File: src/rtl/xpt_pkg.sv
package xpt_pkg;

    localparam int DEF_OUTS = 32;
    localparam int DEF_INS  = 32;

    typedef enum logic {
        LOAD_PAR = 1'b0,
        LOAD_SER = 1'b1
    } load_mode_e;

    // entry layout: enable in the top bit, input index below it
    function automatic int entry_width(input int n_ins);
        return $clog2(n_ins) + 1;
    endfunction

endpackage

File: src/rtl/xpt_edge_det.sv
module xpt_edge_det (
    input  logic clk,
    input  logic rst,
    input  logic lvl,
    output logic rise
);
    logic lvl_q;

    always_ff @(posedge clk) begin
        if (rst) lvl_q <= 1'b0;
        else     lvl_q <= lvl;
    end

    assign rise = lvl & ~lvl_q;
endmodule

File: src/rtl/xpt_stage_rank.sv
module xpt_stage_rank #(
    parameter  int N_OUT   = 32,
    parameter  int ENT_W   = 6,
    parameter  int OAW     = 5,
    localparam int CHAIN_W = N_OUT * ENT_W
) (
    input  logic               clk,
    input  logic               rst,
    input  logic               par_wr,
    input  logic               bcast,
    input  logic [OAW-1:0]     waddr,
    input  logic [ENT_W-1:0]   wdata,
    input  logic               shift_en,
    input  logic               sdin,
    output logic [CHAIN_W-1:0] q,
    output logic               sdout
);
    logic [CHAIN_W-1:0] shifted;

    assign shifted = {q[CHAIN_W-2:0], sdin};

    for (genvar k = 0; k < N_OUT; k++) begin : g_ent
        logic [ENT_W-1:0] ent;
        logic             hit;

        assign hit = par_wr && (bcast || (waddr == OAW'(k)));

        always_ff @(posedge clk) begin
            if (!rst) begin
                if (shift_en)
                    ent <= shifted[k*ENT_W +: ENT_W];
                else if (hit)
                    ent <= wdata;
            end
        end

        assign q[k*ENT_W +: ENT_W] = ent;
    end

    always_ff @(posedge clk) begin
        if (rst)           sdout <= 1'b0;
        else if (shift_en) sdout <= q[CHAIN_W-1];
    end
endmodule

File: src/rtl/xpt_live_rank.sv
module xpt_live_rank #(
    parameter int WIDTH = 192
) (
    input  logic             clk,
    input  logic             rst,
    input  logic             upd,
    input  logic [WIDTH-1:0] d,
    output logic [WIDTH-1:0] q
);
    always_ff @(posedge clk) begin
        if (rst)      q <= '0;
        else if (upd) q <= d;
    end
endmodule

File: src/rtl/xpt_cfg_ctrl.sv
module xpt_cfg_ctrl
    import xpt_pkg::*;
#(
    parameter  int N_OUT   = DEF_OUTS,
    parameter  int N_IN    = DEF_INS,
    localparam int SEL_W   = $clog2(N_IN),
    localparam int OAW     = $clog2(N_OUT),
    localparam int ENT_W   = SEL_W + 1,
    localparam int CHAIN_W = N_OUT * ENT_W
) (
    input  logic                   clk,
    input  logic                   rst,
    input  logic                   load_mode,
    input  logic                   pw_stb,
    input  logic                   pw_bcast,
    input  logic [OAW-1:0]         pw_dst,
    input  logic [SEL_W-1:0]       pw_src,
    input  logic                   pw_en,
    input  logic                   ser_clk,
    input  logic                   ser_din,
    output logic                   ser_dout,
    input  logic                   upd,
    output logic [N_OUT*SEL_W-1:0] route_sel,
    output logic [N_OUT-1:0]       route_en
);
    load_mode_e         mode;
    logic               ser_rise;
    logic               sh_pulse;
    logic               par_wr;
    logic [CHAIN_W-1:0] stage_q;
    logic [CHAIN_W-1:0] live_q;

    assign mode = load_mode_e'(load_mode);

    xpt_edge_det u_edge (
        .clk  (clk),
        .rst  (rst),
        .lvl  (ser_clk),
        .rise (ser_rise)
    );

    assign sh_pulse = ser_rise && (mode == LOAD_SER);
    assign par_wr   = pw_stb   && (mode == LOAD_PAR);

    xpt_stage_rank #(
        .N_OUT (N_OUT),
        .ENT_W (ENT_W),
        .OAW   (OAW)
    ) u_stage (
        .clk      (clk),
        .rst      (rst),
        .par_wr   (par_wr),
        .bcast    (pw_bcast),
        .waddr    (pw_dst),
        .wdata    ({pw_en, pw_src}),
        .shift_en (sh_pulse),
        .sdin     (ser_din),
        .q        (stage_q),
        .sdout    (ser_dout)
    );

    xpt_live_rank #(
        .WIDTH (CHAIN_W)
    ) u_live (
        .clk (clk),
        .rst (rst),
        .upd (upd),
        .d   (stage_q),
        .q   (live_q)
    );

    for (genvar k = 0; k < N_OUT; k++) begin : g_out
        assign route_en[k]                 = live_q[k*ENT_W + SEL_W];
        assign route_sel[k*SEL_W +: SEL_W] = live_q[k*ENT_W +: SEL_W];
    end
endmodule

File: config.mk
export PLATFORM = sky130hd
export DESIGN_NAME = xpt_cfg_ctrl
export DESIGN_NICKNAME = d
export VERILOG_FILES = /design/src/rtl/xpt_pkg.sv /design/src/rtl/xpt_edge_det.sv /design/src/rtl/xpt_stage_rank.sv /design/src/rtl/xpt_live_rank.sv /design/src/rtl/xpt_cfg_ctrl.sv
export SDC_FILE = /design/constraint.sdc
export NUM_CORES = 1
export LEC_CHECK = 0
export BUFFER_PORTS_ARGS = -buffer_cell sky130_fd_sc_hd__buf_2
export CAP_MARGIN = 20
export CORE_MARGIN = 10
export CORE_UTILIZATION = 55
export DETAILED_ROUTE_END_ITERATION = 10
export PLACE_DENSITY = 0.8
export SLEW_MARGIN = 20
export SYNTH_ARGS = -nofsm -noshare
export SYNTH_HDL_FRONTEND = slang
export SYNTH_SLANG_ARGS = --single-unit
File: constraint.sdc
create_clock -name clk -period 1.8 [get_ports clk]
set_clock_uncertainty 0.05 [all_clocks]
set_input_delay 0.09 -clock clk [delete_from_list [all_inputs] [get_ports clk]]
set_output_delay 0.09 -clock clk [all_outputs]
set_load 0.02 [all_outputs]
==> results of run 1 <==
cell families (layout without fill, tap and decap cells):
group,count (synthesis),in the layout,synth area share
DFF,386,386,0.6462
and+or+nand+nor,245,247,0.06812
other,0,2,0
AOI/OAI and AO/OA,225,226,0.1087
muxes,193,193,0.1294
buffers and inverters,100,362,0.04759
state kept, by name (all words and copies together), names as in the netlist:
signal	count
u_stage.g_ent.ent	192
u_edge.lvl_q	1
u_live.q	192
u_stage.sdout	1
critical path, stage by stage (launching register included):
cell and delay (ps):
dfxtp_1 300, and3b_4 330, buf_12 140, buf_12 160, nor2b_4 70, buf_4 210, a21o_1 180
report_power, final:
part           internal, mW  switching (mW)
Sequential             9.74           0.268
Clock                  4.91            3.35
Combinational         0.820            1.24
metrics by stage:
| step | util | setup slack (ps) | total power, mW | hold slack [ps] |
|---|---|---|---|---|
| after floorplan | - | 147.8 | 11.48 | 168.2 |
| after detailed placement | 0.6134 | -270.3 | 12.18 | 319.4 |
| after global placement | 0.6124 | -280.4 | 12.10 | 309.0 |
| after global routing | 0.6702 | 36.54 | 20.99 | 151.6 |
| after CTS | 0.6683 | -9.891 | 20.43 | 123.4 |
| final | 0.6703 | 76.16 | 20.32 | 138.1 |
routing by layer:
layer | global-route usage | vias to the layer above
li1 | - | 4521
met1 | 0.2808 | 4963
met2 | 0.3623 | 358
met3 | 0.04428 | 65
met4 | 0.07087 | 0
met5 | 0 | -
area by class of cell:
type,count,area (um2),share of cell area
Tap cell,341,426.7,0.02375
Timing Repair Buffer,286,1868,0.1040
Antenna cell,2,5.005,0.0002786
Multi-Input combinational cell,666,4681,0.2606
Clock inverter,14,136.4,0.007592
Sequential cell,386,9649,0.5371
Clock buffer,61,1195,0.06651
Inverter,1,3.754,0.0002089
repair_timing:
action                     4_1_cts  5_1_grt
gates resized for setup          3        0
setup buffers                    2        5
hold endpoints to repair        40        0
hold buffers                     5        0
setup endpoints to repair      256      102
cloned                           3        0
layout by cell type (no fill, tap or decap), types with 4 or more instances in the layout:
master         count
clkinv_2           4
a21oi_1           32
clkbuf_16         44
edfxtp_1         192
nor2_1           193
a21o_1           192
nand2_1           32
buf_12            16
dfxtp_1          194
clkbuf_1          14
buf_2            209
buf_4             53
dlygate4sd3_1      5
mux2i_1          193
nor2b_4            8
worst min path at each step:
stage              start  slack (ps)                            endpoint
2_1_floorplan    ser_clk         170             u_edge.lvl_q$_SDFF_PP0_
4_1_cts        pw_src[4]         120   u_stage.g_ent[4].ent[4]$_DFFE_PP_
5_1_grt        load_mode         150  u_stage.g_ent[25].ent[3]$_DFFE_PP_
3_3_place_gp     ser_clk         310             u_edge.lvl_q$_SDFF_PP0_
3_5_place_dp     ser_clk         320             u_edge.lvl_q$_SDFF_PP0_
6_report       load_mode         140  u_stage.g_ent[25].ent[3]$_DFFE_PP_
==> impl_metrics.ini, run 1 <==
[setup_path]
required_ps = 2020
worstPathMaxFanout = 19
crit_type = reg -> reg
r2r_start = u_edge.lvl_q$_SDFF_PP0_
crit_start = u_edge.lvl_q$_SDFF_PP0_
cp-end-kind = register
regToRegSetupSlack_ps = 80
crit_path_start_kind = register
r2r_end = u_stage.g_ent[18].ent[1]$_DFFE_PP_
worst_r2r_path_depth = 6
crit_end = u_stage.g_ent[18].ent[1]$_DFFE_PP_
arrival_ps = 1950

[drt]
drt-vias-per-instance = 5.639
drt_pass1_iterations = 5
top_layer = met4
wl_met3_um = 2521
routedWlPerCell_um = 21.62
finalWirelength_um = 37990
first_iter_violations = 710
wl_met2_um = 18460
vias = 9907
drc = 0
drt-met1-wl_um = 16090
antenna_left = 0

[sta]
max_freq_mhz = 580.1
rsz0062_at_grt = false
finalCritPeriodShare = 0.9577
drv_slew = 0
fin_tns_setup_ps = 0
slew_headroom = 0.4818
setup_viol = 0
worst_pin_slew_ps = 775.7
hold_viol = 0
timing.final.crit_period_ps = 1724

[grt]
grt_max_degree = 96
antenna_found_initial = 2
grt_pass1_wl_um = 58170
grt_pass1_vias = 10060
gr-total-overflow = 0
grt.total_usage = 0.2184

[placement]
dpl.hpwl_um = 23960
place_area_um2 = 16440
portBuffers = 211
finalWeightedCongestion = 0.7942
post-place-cells = 1665

[clock_tree]
numCtsBuffers = 41
cts_tree = built
cts.clk_slew.worst_paths_ps = 60
clock_path_buffers = 3
htreeDepth = 2
cts_root_buffer = clkbuf_16
clk_latency_ps = 530
clock_sinks = 386

[logic_synthesis]
syn_inst = 1149
yosysTopAreaCellShare = 0.3861
syn_avg_cell_area_um2 = 13.00
yosysMostFrequentCell = dfxtp_1
async_reset_ff_frac = 0
ys_types = 24
seq_area_frac_synth = 0.6462
synth_area_leaders = edfxtp_1 (39%), dfxtp_1 (26%), mux2i_1 (13%)
synth_common_cells = dfxtp_1 (194), mux2i_1 (193), nor2_1 (193)
synth_top_cell_by_area = edfxtp_1
syn_nets = 1168
synth_area_um2 = 14930
synth_ff_type = dfxtp_1
synth_seq_cells = 386
synth-edff-count = 192
yosys_warnings = 0

[die]
dieArea_um2 = 34140
die_h_um = 184.8
initial_utilization = 0.5571
num_rows = 60
core_um2 = 26800
dieWidth_um = 184.8
io_pins = 212

[pwr]
pwr_density_cell_nw_per_um2 = 1131
leakagePower_nw = 8.642
irDropWorstVdd_mv = 0.7816

[worst_hold_path]
hp-class = in -> reg
holdPathStages = 3

[final_layout]
final_area_um2 = 17960
instances_no_fill = 1757
n_fill_cell = 1931
drive_above_1_share = 0.2496
fin_nets = 1401
area_growth_pct = 20.31

[run_status]
status = complete, no violations

[flow_run]
maxCapViolCount = 0
(Power assumes the default switching activity.)
==> run 2: changes to the inputs <==
--- a/config.mk
+++ b/config.mk
@@ -7,6 +7,7 @@
 export LEC_CHECK = 0
 export BUFFER_PORTS_ARGS = -buffer_cell sky130_fd_sc_hd__buf_2
 export CAP_MARGIN = 20
+export CORE_ASPECT_RATIO = 0.9
 export CORE_MARGIN = 10
 export CORE_UTILIZATION = 55
 export DETAILED_ROUTE_END_ITERATION = 10
==> run 2 against run 1 <==
Global-route usage fell by 0.42 points. Clock power fell by 6.2%. Sequential power barely moved. Critical path depth fell by 1. Cell count barely moved. Combinational power barely moved. Final area fell by 1.0%. Via count fell by 1.0%.
==> impl_metrics.ini, run 2 (synthesis gave the netlist of run 1 again) <==
[run_status]
status = complete, no violations

[drt]
routedWlPerCell_um = 21.50
antenna_left = 0
drt_pass1_iterations = 5
vias = 9808
first_iter_violations = 779
drt-vias-per-instance = 5.579
drc = 0
finalWirelength_um = 37790

[pwr]
leakagePower_nw = 8.558
irDropWorstVdd_mv = 0.8047
pwr_density_cell_nw_per_um2 = 1113

[grt]
grt_max_degree = 71
grt_pass1_vias = 9870
grt.total_usage = 0.2143
antenna_found_initial = 3
grt_pass1_wl_um = 58530
gr-total-overflow = 0

[worst_hold_path]
holdPathStages = 4
hold_end = u_stage.g_ent[24].ent[2]$_DFFE_PP_
min_from = pw_src[2]
hp-class = in -> reg

[final_layout]
final_area_um2 = 17780
area_growth_pct = 19.07
instances_no_fill = 1758
largestRegisters = u_live.q x192, u_stage.g_ent.ent x192
fin_nets = 1393
layout_commonest_cell = buf_2
drive_above_1_share = 0.2475
final_cell_mix = buf_2 (209), dfxtp_1 (194), mux2i_1 (193), nor2_1 (193)

[die]
num_rows = 57
die_h_um = 176.3
core_um2 = 26890
initial_utilization = 0.5554
dieArea_um2 = 34150
dieWidth_um = 193.7
io_pins = 212

[sta]
hold_viol = 0
drv_slew = 0
worst_pin_slew_ps = 769.9
rsz0062_at_grt = false
fin_ws_ps = 80.96
setup_viol = 0
slew_headroom = 0.4856
timing.final.crit_period_ps = 1719
finalCritPeriodShare = 0.9550
max_freq_mhz = 581.7
whs_ps = 205.2

[clock_tree]
clock_sinks = 386
clock_path_buffers = 3
clk_latency_ps = 520
numCtsBuffers = 39
cts_root_buffer = clkbuf_16
cts_tree = built
htreeDepth = 2
cts.clk_slew.worst_paths_ps = 60

[placement]
post-place-cells = 1674
place_area_um2 = 16400
portBuffers = 211
finalWeightedCongestion = 0.7833
post-place-ws_ps = -97.38
dpl.hpwl_um = 23520

[setup_path]
crit_family = buffers and inverters
regToRegSetupSlack_ps = 80
crit_type = reg -> reg
r2r_start = u_edge.lvl_q$_SDFF_PP0_
crit_chain = and3b_4 > buf_12 > buf_8 > buf_4 > a21o_1
critPathMaxStageDelay_ps = 330
worst_r2r_path_depth = 5
arrival_ps = 2050
crit_path_start_kind = register
cp_slowest_cell = and3b_4
required_ps = 2130
cp-end-kind = register
crit_buf_inv = 3
worstPathMaxFanout = 33
r2r_end = u_stage.g_ent[3].ent[4]$_DFFE_PP_

[flow_run]
maxCapViolCount = 0
run 2: worst max path at each step:
stage	endpoint	slack (ps)	cells after the start	from
after CTS	u_stage.g_ent[3].ent[4]$_DFFE_PP_	8	5	u_edge.lvl_q$_SDFF_PP0_
after global placement	u_stage.g_ent[12].ent[4]$_DFFE_PP_	-300	4	u_edge.lvl_q$_SDFF_PP0_
after floorplan	u_stage.g_ent[15].ent[0]$_DFFE_PP_	150	5	u_edge.lvl_q$_SDFF_PP0_
after detailed placement	u_stage.g_ent[18].ent[4]$_DFFE_PP_	-100	4	u_edge.lvl_q$_SDFF_PP0_
final	u_stage.g_ent[3].ent[4]$_DFFE_PP_	80	5	u_edge.lvl_q$_SDFF_PP0_
after global routing	u_stage.g_ent[3].ent[4]$_DFFE_PP_	10	5	u_edge.lvl_q$_SDFF_PP0_
run 2: report_power, final:
group | internal, mW | switching (mW)
sequential | 9.74 | 0.264
combinational | 0.800 | 1.23
clock | 4.48 | 3.27
total | 15.0 | 4.76
run 2: what timing repair did:
action | 4_1_cts | 5_1_grt
gates resized for setup | 6 | 1
pin swaps | 0 | 0
buffers inserted | 4 | 0
hold buffers | 4 | 0
endpoints found under the setup margin | 290 | 23
cloned | 5 | 0
hold endpoints to repair | 32 | 0
run 2: layout make-up:
type                       instances  area [um2]
tap                              354       442.9
multi-input combinational        668        4701
timing repair buffer             278        1758
clock inverter                    12       96.34
fill                            1979        9107
antenna                            2       5.005
clock buffer                      57        1124
sequential                       386        9649
inverter                           1       3.754
run 2: stage by stage:
stage,util,power [mW],setup TNS (ps)
floorplan,-,11.48,0
CTS,0.6609,19.90,0
global route,0.6613,20.44,0
global placement,0.6078,12.08,-67980
detailed placement,0.6098,12.16,-12620
finish,0.6613,19.79,0
run 2: worst min-delay path, stage by stage:
cell     delay (ps)
buf_2            90
nor2b_4         230
buf_12          170
a21o_1           80
run 2: routing by layer:
metal | GRT usage | share of wire
met2 | 0.3504 | 0.48
met1 | 0.2873 | 0.43
met5 | 0 | 0
met4 | 0.05487 | 0.019
met3 | 0.04323 | 0.069
==> run 3: changes to the inputs <==
--- a/config.mk
+++ b/config.mk
@@ -5,12 +5,14 @@
 export SDC_FILE = /design/constraint.sdc
 export NUM_CORES = 1
 export LEC_CHECK = 0
+export ABC_AREA = 1
 export BUFFER_PORTS_ARGS = -buffer_cell sky130_fd_sc_hd__buf_2
 export CAP_MARGIN = 20
 export CORE_ASPECT_RATIO = 0.9
 export CORE_MARGIN = 10
 export CORE_UTILIZATION = 55
 export DETAILED_ROUTE_END_ITERATION = 10
+export GPL_ROUTABILITY_DRIVEN = 0
 export PLACE_DENSITY = 0.8
 export SLEW_MARGIN = 20
 export SYNTH_ARGS = -nofsm -noshare
==> run 3 against run 2 <==
Non-clock buffer count is 12 higher. Combinational power is 9% lower. Critical path depth stayed put.
==> impl_metrics.ini, run 3 <==
[drt]
drc = 0
finalWirelength_um = 38280
drt_pass1_iterations = 6
drt-vias-per-instance = 5.387
vias = 11920
first_iter_violations = 1068
routedWlPerCell_um = 17.30
antenna_left = 0

[setup_path]
worstPathMaxFanout = 18
arrival_ps = 1960
critPathMostFrequentCell = buf_4
crit_buf_inv = 3
required_ps = 1980
crit_type = reg -> reg
critPathMaxStageDelay_ps = 320
crit_family = buffers and inverters
cp_slowest_cell = dfxtp_1
cp-end-kind = register
crit_chain = nor3_4 > inv_2 > buf_4 > a21oi_1 > buf_4
crit_path_start_kind = register

[logic_synthesis]
yosys_warnings = 0
syn_nets = 1644
synth_top_cell_by_area = edfxtp_1
synth_common_cells = nand2_1 (834), a21oi_1 (223), dfxtp_1 (194)
synth_seq_cells = 386
syn_inst = 1625
synth_ff_type = dfxtp_1
seq_area_frac_synth = 0.6521
synth_area_leaders = edfxtp_1 (39%), dfxtp_1 (26%), nand2_1 (21%)
synth-edff-count = 192
synth_area_um2 = 14800
yosysTopAreaCellShare = 0.3896
yosysMostFrequentCell = nand2_1
ys_types = 17
syn_avg_cell_area_um2 = 9.106
async_reset_ff_frac = 0

[sta]
timing.final.crit_period_ps = 1781
rsz0062_at_grt = true
whs_ps = 18.10
slew_headroom = 0.5154
max_freq_mhz = 561.5
drv_slew = 0
worst_pin_slew_ps = 726.9
setup_viol = 0
finalCritPeriodShare = 0.9894
hold_viol = 0

[worst_hold_path]
hp-class = in -> reg

[grt]
grt_pass1_wl_um = 60740
grt_max_degree = 192
grt_pass1_vias = 11430
grt.total_usage = 0.2196
gr-total-overflow = 0
antenna_found_initial = 1

[die]
dieArea_um2 = 33880
core_um2 = 26280
die_h_um = 175.6
initial_utilization = 0.5632
dieWidth_um = 192.9
io_pins = 212
num_rows = 56

[final_layout]
drive_above_1_share = 0.1872
n_fill_cell = 2041
instances_no_fill = 2213
final_area_um2 = 17770
final_cell_mix = nand2_1 (830), a21oi_1 (223), buf_2 (209), dfxtp_1 (194), edfxtp_1 (192)
fin_nets = 1855
largestRegisters = u_live.q x192, u_stage.g_ent.ent x192
area_growth_pct = 20.11
layout_commonest_cell = nand2_1

[clock_tree]
clock_path_buffers = 3
post_cts.repair.setup_buffers = 0
clk_latency_ps = 520
htreeDepth = 2
cts.clk_slew.worst_paths_ps = 60
cts_root_buffer = clkbuf_16
numCtsBuffers = 38
cts_tree = built
clock_sinks = 386

[placement]
place_area_um2 = 16500
dpl.hpwl_um = 25100
post-place-cells = 2140
portBuffers = 211

[run_status]
status = complete, no violations

[flow_run]
maxCapViolCount = 0

[pwr]
leakagePower_nw = 7.708
irDropWorstVdd_mv = 0.7108
pwr_density_cell_nw_per_um2 = 1104
[run 3: cell count changes in the layout (fill, tap and decap cells not counted), sizes merged, moves of 30 or more]
cell,change
mux2i,-193
nor2,-182
nand3,+30
a21oi,+191
a21o,-192
nand2,+804
[run 3: layout make-up]
cell class / instances / area (um2) / area share
Clock buffer: 62 / 1144 / 0.06434
Sequential cell: 386 / 9649 / 0.5429
Clock inverter: 6 / 83.83 / 0.004716
Inverter: 15 / 61.31 / 0.003449
Timing Repair Buffer: 290 / 1889 / 0.1063
Tap cell: 348 / 435.4 / 0.02450
Antenna cell: 1 / 2.502 / 0.0001408
Multi-Input combinational cell: 1105 / 4509 / 0.2537
[run 3: what timing repair did]
action | CTS | global route
hold buffers | 4 | 0
hold endpoints to repair | 22 | 0
resized for setup | 0 | 2
endpoints found under the setup margin | 0 | 95
[run 3: metal layers]
layer / global-route usage / vias to the layer above / share of wire
met3: 0.04495 / 64 / 0.094
met2: 0.3530 / 547 / 0.47
met5: 0 / - / 0
met4: 0.05830 / 0 / 0.020
li1: - / 5677 / -
met1: 0.2965 / 5634 / 0.41
[run 3: where the power goes]
group | total, mW | leakage, nW | switching [mW] | internal (mW)
sequential | 9.95 | 3.38 | 0.232 | 9.71
clock | 7.82 | 0.599 | 3.19 | 4.63
combinational | 1.86 | 3.73 | 1.27 | 0.595
total | 19.6 | 7.71 | 4.69 | 14.9
[run 3: kinds of logic after synthesis]
kind of cell | share of synthesized area
AOI/OAI and AO/OA | 0.07711
and+or+nand+nor | 0.2260
DFF | 0.6521
buffers and inverters | 0.04481
[run 3: worst reg2reg max path: cells and delay by family, from the launching register on]
kind	cells	cell delay, ps
AO/OA/AOI/OAI	1	200
buffers and inverters	3	660
flip-flops	1	320
AND/OR/NAND/NOR	1	260
[run 3: through the flow]
| stage | setup TNS (ps) | utilization | power [mW] | setup WS, ps |
|---|---|---|---|---|
| finish | 0 | 0.6765 | 19.63 | 19.07 |
| global route | -1340 | 0.6765 | 20.31 | -45.40 |
| CTS | 0 | 0.6762 | 19.74 | 23.45 |
| global placement | 0 | 0.6280 | 11.93 | 115.0 |
| floorplan | 0 | - | 11.23 | 155.8 |
| detailed placement | 0 | 0.6280 | 11.98 | 50.07 |
[run 3: path summary, 6_finish.rpt]
| kind | slack [ps] | from | to | cells after the start |
|---|---|---|---|---|
| hold reg to reg | 410 | u_live.q[82]$_SDFFE_PP0P_ | u_live.q[82]$_SDFFE_PP0P_ | 2 |
| setup reg to reg | 20 | u_edge.lvl_q$_SDFF_PP0_ | u_stage.g_ent[3].ent[2]$_DFFE_PP_ | 5 |
| hold / removal | 20 | pw_src[4] | u_stage.g_ent[14].ent[4]$_DFFE_PP_ | 3 |
| setup / recovery | 20 | u_edge.lvl_q$_SDFF_PP0_ | u_stage.g_ent[3].ent[2]$_DFFE_PP_ | 5 |
